<file path="src/rtl/ctl_state_pkg.sv">
package ctl_state_pkg;

    // Minor-state transition chosen on each clock edge
    typedef enum logic [1:0] {
        MIN_HOLD  = 2'd0,
        MIN_STEP  = 2'd1,
        MIN_CLEAR = 2'd2
    } min_act_e;

    // Major-state transition chosen on each clock edge
    typedef enum logic {
        MAJ_HOLD = 1'b0,
        MAJ_STEP = 1'b1
    } maj_act_e;

    // Code held by a w-bit twisted ring at position p (0 .. 2w-1).
    // The ring fills with ones from the bottom, then empties from the bottom.
    function automatic logic [31:0] ring_code(int w, int p);
        logic [31:0] full;
        logic [31:0] low;
        full = (32'd1 << w) - 32'd1;
        if (p <= w) begin
            ring_code = (32'd1 << p) - 32'd1;
        end else begin
            low       = (32'd1 << (p - w)) - 32'd1;
            ring_code = full & ~low;
        end
    endfunction

endpackage

</file>
<file path="src/rtl/ctl_major_ctr.sv">
module ctl_major_ctr
    import ctl_state_pkg::*;
#(
    parameter int MAJ_W = 2
) (
    input  logic                    clk,
    input  logic                    rst_n,
    input  logic                    step,
    output logic [(1<<MAJ_W)-1:0]   oh
);
    localparam int NUM_MAJ = 1 << MAJ_W;

    logic [MAJ_W-1:0] cnt_q;
    maj_act_e         act;

    assign act = step ? MAJ_STEP : MAJ_HOLD;

    always_ff @(posedge clk or negedge rst_n) begin
        if (!rst_n) begin
            cnt_q <= '0;
        end else begin
            unique case (act)
                MAJ_STEP: cnt_q <= cnt_q + 1'b1;
                MAJ_HOLD: cnt_q <= cnt_q;
                default:  cnt_q <= cnt_q;
            endcase
        end
    end

    for (genvar i = 0; i < NUM_MAJ; i++) begin : g_oh
        assign oh[i] = (cnt_q == MAJ_W'(i));
    end

    // stepping raises the count by one
    assert_major_step_R2: assert property (@(posedge clk) disable iff (!rst_n)
        (act == MAJ_STEP && cnt_q != MAJ_W'(NUM_MAJ-1)) |=> (cnt_q == $past(cnt_q) + 1'b1));
    // holding keeps the count
    assert_major_hold_R2: assert property (@(posedge clk) disable iff (!rst_n)
        (act == MAJ_HOLD) |=> $stable(cnt_q));
    // the last state wraps to 0
    assert_major_wrap_R3: assert property (@(posedge clk) disable iff (!rst_n)
        (act == MAJ_STEP && cnt_q == MAJ_W'(NUM_MAJ-1)) |=> (cnt_q == '0));
    // the decode lines are one-hot
    assert_major_onehot_R4: assert property (@(posedge clk) disable iff (!rst_n)
        $countones(oh) == 1);

endmodule

</file>
<file path="src/rtl/ctl_minor_ring.sv">
module ctl_minor_ring
    import ctl_state_pkg::*;
#(
    parameter int RING_W = 4
) (
    input  logic                  clk,
    input  logic                  rst_n,
    input  logic                  step,
    input  logic                  clr,
    output logic [RING_W-1:0]     code,
    output logic [2*RING_W-1:0]   dec
);
    localparam int NUM_POS = 2 * RING_W;

    logic [RING_W-1:0] code_q;
    logic [RING_W-1:0] code_nxt;
    min_act_e          act;

    // CLEAR takes priority over STEP
    always_comb begin
        if (clr)       act = MIN_CLEAR;
        else if (step) act = MIN_STEP;
        else           act = MIN_HOLD;
    end

    assign code_nxt = {code_q[RING_W-2:0], ~code_q[RING_W-1]};

    always_ff @(posedge clk or negedge rst_n) begin
        if (!rst_n) begin
            code_q <= '0;
        end else begin
            unique case (act)
                MIN_CLEAR: code_q <= '0;
                MIN_STEP:  code_q <= code_nxt;
                MIN_HOLD:  code_q <= code_q;
                default:   code_q <= code_q;
            endcase
        end
    end

    assign code = code_q;

    for (genvar p = 0; p < NUM_POS; p++) begin : g_dec
        localparam logic [31:0] PCODE = ring_code(RING_W, p);
        assign dec[p] = (code_q == PCODE[RING_W-1:0]);
    end

    // clear returns the ring to position 0
    assert_minor_clear_R7: assert property (@(posedge clk) disable iff (!rst_n)
        clr |=> (code_q == '0));
    // no strobe keeps the ring
    assert_minor_hold_R8: assert property (@(posedge clk) disable iff (!rst_n)
        (!clr && !step) |=> $stable(code_q));
    // a step moves exactly one bit
    assert_minor_onebit_R5: assert property (@(posedge clk) disable iff (!rst_n)
        (step && !clr) |=> ($countones(code_q ^ $past(code_q)) == 1));
    // exactly one position line is active
    assert_minor_onehot_R5: assert property (@(posedge clk) disable iff (!rst_n)
        $countones(dec) == 1);
    // the last position steps back to position 0
    assert_minor_wrap_R6: assert property (@(posedge clk) disable iff (!rst_n)
        (step && !clr && dec[NUM_POS-1]) |=> dec[0]);

endmodule

</file>
<file path="src/rtl/ctl_pair_decode.sv">
module ctl_pair_decode #(
    parameter int NUM_MAJ = 4,
    parameter int NUM_POS = 8
) (
    input  logic [NUM_MAJ-1:0]          maj_oh,
    input  logic [NUM_POS-1:0]          min_dec,
    output logic [NUM_MAJ*NUM_POS-1:0]  act_n,
    output logic [NUM_MAJ*NUM_POS-1:0]  act
);
    for (genvar i = 0; i < NUM_MAJ; i++) begin : g_maj
        for (genvar j = 0; j < NUM_POS; j++) begin : g_min
            // active-low gate first, active-high copy through an inverter
            assign act_n[i*NUM_POS + j] = ~(maj_oh[i] & min_dec[j]);
            assign act[i*NUM_POS + j]   = ~act_n[i*NUM_POS + j];
        end
    end
endmodule

</file>
<file path="src/rtl/ctl_state_seq.sv">
module ctl_state_seq #(
    parameter int MAJ_W  = 2,
    parameter int RING_W = 4
) (
    input  logic                            clk,
    input  logic                            rst_n,
    input  logic                            maj_step,
    input  logic                            min_step,
    input  logic                            min_clr,
    output logic [(1<<MAJ_W)-1:0]           major_oh,
    output logic [RING_W-1:0]               minor_code,
    output logic [2*RING_W-1:0]             minor_dec,
    output logic [(2*RING_W<<MAJ_W)-1:0]    st_act,
    output logic [(2*RING_W<<MAJ_W)-1:0]    st_act_n
);
    localparam int NUM_MAJ = 1 << MAJ_W;
    localparam int NUM_POS = 2 * RING_W;

    ctl_major_ctr #(.MAJ_W(MAJ_W)) i_major (
        .clk   (clk),
        .rst_n (rst_n),
        .step  (maj_step),
        .oh    (major_oh)
    );

    ctl_minor_ring #(.RING_W(RING_W)) i_minor (
        .clk   (clk),
        .rst_n (rst_n),
        .step  (min_step),
        .clr   (min_clr),
        .code  (minor_code),
        .dec   (minor_dec)
    );

    ctl_pair_decode #(.NUM_MAJ(NUM_MAJ), .NUM_POS(NUM_POS)) i_pairs (
        .maj_oh  (major_oh),
        .min_dec (minor_dec),
        .act_n   (st_act_n),
        .act     (st_act)
    );

    // exactly one combined line is active
    assert_one_state_R9: assert property (@(posedge clk) disable iff (!rst_n)
        $countones(st_act) == 1);
    // exactly one active-low line is low
    assert_one_low_R10: assert property (@(posedge clk) disable iff (!rst_n)
        $countones(~st_act_n) == 1);
    // the minor clear leaves the major state alone
    assert_clr_keeps_major_R7: assert property (@(posedge clk) disable iff (!rst_n)
        (min_clr && !maj_step) |=> $stable(major_oh));

endmodule

</file>
<file path="config.mk">
export PLATFORM = sky130hd
export DESIGN_NAME = ctl_state_seq
export DESIGN_NICKNAME = d
export VERILOG_FILES = /design/src/rtl/ctl_state_pkg.sv /design/src/rtl/ctl_major_ctr.sv /design/src/rtl/ctl_minor_ring.sv /design/src/rtl/ctl_pair_decode.sv /design/src/rtl/ctl_state_seq.sv
export SDC_FILE = /design/constraint.sdc
export NUM_CORES = 1
export LEC_CHECK = 0
export ABC_AREA = 1
export BUFFER_PORTS_ARGS = -buffer_cell sky130_fd_sc_hd__buf_2
export CORE_AREA = 10 10 63 65
export DETAILED_ROUTE_END_ITERATION = 7
export DIE_AREA = 0 0 73 75
export PLACE_DENSITY = 0.79
export SETUP_SLACK_MARGIN = 0.2
export SLEW_MARGIN = 20
export SYNTH_ARGS = -nofsm -noshare
export SYNTH_HDL_FRONTEND = slang
export SYNTH_SLANG_ARGS = --single-unit
</file>
<file path="constraint.sdc">
create_clock -name clk -period 1.56 [get_ports clk]
set_input_delay 0.312 -clock clk [delete_from_list [all_inputs] [get_ports clk]]
set_output_delay 0.312 -clock clk [all_outputs]
set_load 0.01 [all_outputs]
</file>
==> results by group <==
Clocking
  • CTS root buffer: clkbuf_4
  • Clock-pin slew on the worst setup and hold paths: 0.05 ns
  • Worst skew pair latency: 0.26 ns
  • Num Clock Sinks: 6
  • Max Root-Sink Buffers: 2
  • Number of buffers created by CTS: 3
  • H-tree depth: 1
  • TritonCTS clock tree: done

Synth
  • Syn Nets: 139
  • Post-synthesis sequential area ratio: 18.6%
  • Top cell type's share of synthesized area: 18.6%
  • Most common flop cell mapped by yosys: dfrtp_1
  • Post-synthesis average cell area: 6.22 sq um
  • Mapped Cells: 130
  • Synth warn: 0
  • Yosys top cell by area: dfrtp_1
  • Flops & latches, synth: 6
  • Post-synth ARST share: 100%
  • Mapped Area: 808 sq um
  • Post-synth EDFFs: 0
  • Distinct cells, synth: 17
  • Ranking of synthesized cells by area: dfrtp_1 19%, nand2_1 14%, nor2_1 11%

Final layout
  • N_diodes: 0
  • Core Util, Final: 72.6%
  • FILL cells: 193
  • Synthesis-to-finish area growth: 143%
  • Non-Filler Instances: 270
  • Multi-input logic area: 771 sq um
  • Reg area: 158 sq um
  • Final nets: 249
  • Fraction of layout cells with a size suffix above 1: 77.8%

Worst setup path
  • Launching point of the worst reg2reg path: i_major.cnt_q[0]
  • Critical path, cell by cell: inv_4, ha_4, buf_6, nand3_2, inv_1, buf_2
  • Critical Path Source: i_major.cnt_q[0]
  • Peak per-stage delay on the critical path: 0.47 ns
  • Worst EP required: 1.25 ns
  • Max FO, Critical Path: 5
  • Startpoint Class: flip-flop
  • Slowest stage cell, crit path: dfrtp_2
  • Delay-heaviest family, CP: flip-flops
  • Worst Path Arrival: 1.44 ns
  • Buf/Inv on CP: 4
  • Crit Path Class: reg2out
  • Crit end category: output port

Routing
  • # DRC: 0
  • Via count: 1,288
  • Avg Vias per Cell: 4.77
  • Routed length per instance: 17.9 microns
  • Routed WL: 4840 microns
  • Drt initial violations: 55
  • ANT nets after route: 0
  • Drt first pass iters: 4

Global routing
  • Initial antenna violation count: 0
  • Vias in the first global route: 1,192
  • First-pass GRT wire length: 6050 microns
  • Grt total ovfl: 0
  • GR Util All Layers: 13.6%
  • Largest net degree at the start of global routing: 10

Placed design
  • Placer Congestion: 0.815
  • Placed Cells: 247
  • DP Wirelength: 2990 microns
  • I/O Buffers: 84

Timing
  • Slew Viols, Final: 0
  • Worst-margin pin slew: 0.256 ns
  • RSZ-0062 raised after global routing: true
  • Clock skew: 0.00789 ns
  • Final setup violation count: 74
  • Setup ws final: -0.194 ns
  • Final hold viol count: 0
  • Max frequency: 570 MHz
  • Setup_tns: -7.89 ns
  • Slew HR: 82.9%
  • Tcrit/Tclk final: 112%
  • Hold WS: 0.269 ns
  • Final min period: 1.75 ns

Pwr
  • Power consumption: 2.18 mW
  • Pwr per Cell Area: 1110 nW/um^2
  • Maximum vdd drop: 0.00101 V
  • Leak Pwr: 0.945 nW

Floorplan
  • Initial Utilization: 29.8%
  • IO Pins: 85
  • Rows: 19
  • Die Y: 75 microns
  • Die Wd: 73 microns
  • Die area: 5480 sq um
  • Core ar.: 2710 sq um

Min path
  • Min-delay src: maj_step
  • Worst hold path type: in2reg

Status
  • Violated checks: negative setup slack
  • Status: finished with violations

Job
  • Max Cap Viol: 0
==> Yosys cell counts, types with 4 or more instances <==
cell type and count:
nor2_1 23, dfrtp_1 6, nand2_1 31, nand2_2 5, ha_1 4, nor2_4 7, o21ai_0 5, buf_2 4
inv_1 18, nand3_1 8, nand3_2 4, nor3_1 8
==> per-stage QoR <==
stage                     area, sq um  worst slack [ns]
final                            1970            -0.194
after global placement           1330             0.113
after global routing             1970            -0.248
after detailed placement         1330            0.0768
after floorplan                   866            0.0933
after CTS                        1580            -0.101
==> state kept, by name, indices dropped and copies added, names as in the netlist <==
register and flops:
i_minor.code 4, i_major.cnt_q 2
==> layout make-up <==
class	count	area share [%]
inverters	20	5.53
multi-input cells	98	39.2
flip-flops and latches	6	8.02
well taps	31	1.97
repair buffers	111	44.0
clock buffers	4	1.34
==> kinds of logic (layout without fill, tap and decap cells) <==
group	count (synthesis)	in the layout	synth area share, %
and+or+nand+nor	88	88	56.3
buffers and inverters	26	135	14.7
xor gates and xnor gates	1	1	1.08
DFF	6	6	18.6
adders and majority gates	4	4	6.19
AOI/OAI and AO/OA	5	5	3.10
==> layout by cell type (no fill, tap or decap) <==
cell | synthesis | routed
nor2_4 | 7 | 10
clkinv_2 | 1 | 1
dfrtp_2 | 0 | 6
buf_12 | 0 | 2
nand2_2 | 5 | 5
buf_2 | 4 | 60
inv_1 | 18 | 6
nand3_2 | 4 | 8
ha_4 | 0 | 4
buf_4 | 0 | 8
nand3_4 | 0 | 2
inv_2 | 1 | 5
dlygate4sd3_1 | 0 | 1
inv_6 | 0 | 3
nand3_1 | 8 | 2
clkbuf_1 | 0 | 1
buf_8 | 0 | 1
inv_8 | 0 | 1
nand2_8 | 0 | 1
nand2_4 | 2 | 7
xor2_1 | 1 | 1
nor2_2 | 0 | 8
nand2_1 | 31 | 25
nor3_2 | 0 | 8
clkbuf_4 | 0 | 3
o21ai_0 | 5 | 5
buf_6 | 2 | 39
inv_4 | 0 | 4
nor2_1 | 23 | 12
==> report_power, final <==
part | switching [mW] | internal (mW)
logic | 0.916 | 0.830
registers | 0.0738 | 0.193
clock network | 0.0713 | 0.0978
==> per-layer routing <==
metal	GRT usage, %	share of wire, %	up-vias
li1	-	-	616
met1	14.0	37	619
met2	24.1	52	47
met3	5.91	9.4	6
met4	4.85	1.3	0
met5	0	0	-
==> worst reg2reg max path, stage by stage, from the launching register on <==
cell and delay [ns]:
dfrtp_2 0.47, inv_4 0.11, ha_4 0.19, nand2_1 0.04, o21ai_0 0.07
==> path summary, 6_finish.rpt <==
| kind | endpoint | slack [ns] | cells after the start |
|---|---|---|---|
| worst min register to register | i_major.cnt_q[1] | 0.65 | 2 |
| max in group asynchronous | i_major.cnt_q[1] | 0.99 | 2 |
| worst min-delay path | i_major.cnt_q[0] | 0.27 | 2 |
| min in group asynchronous | i_minor.code[2] | 0.40 | 2 |
| worst max register to register | i_major.cnt_q[1] | 0.56 | 4 |
| worst max-delay path | st_act[0] | -0.19 | 6 |
==> repair_timing <==
item,in CTS,in global routing
setup endpoints to repair,76,77
pin swaps,5,24
hold endpoints to repair,6,0
resized for setup,42,74
buffers inserted,7,7
cloned,4,0
hold buffers,1,0
Note: power is estimated with default switching activity, not from simulation.
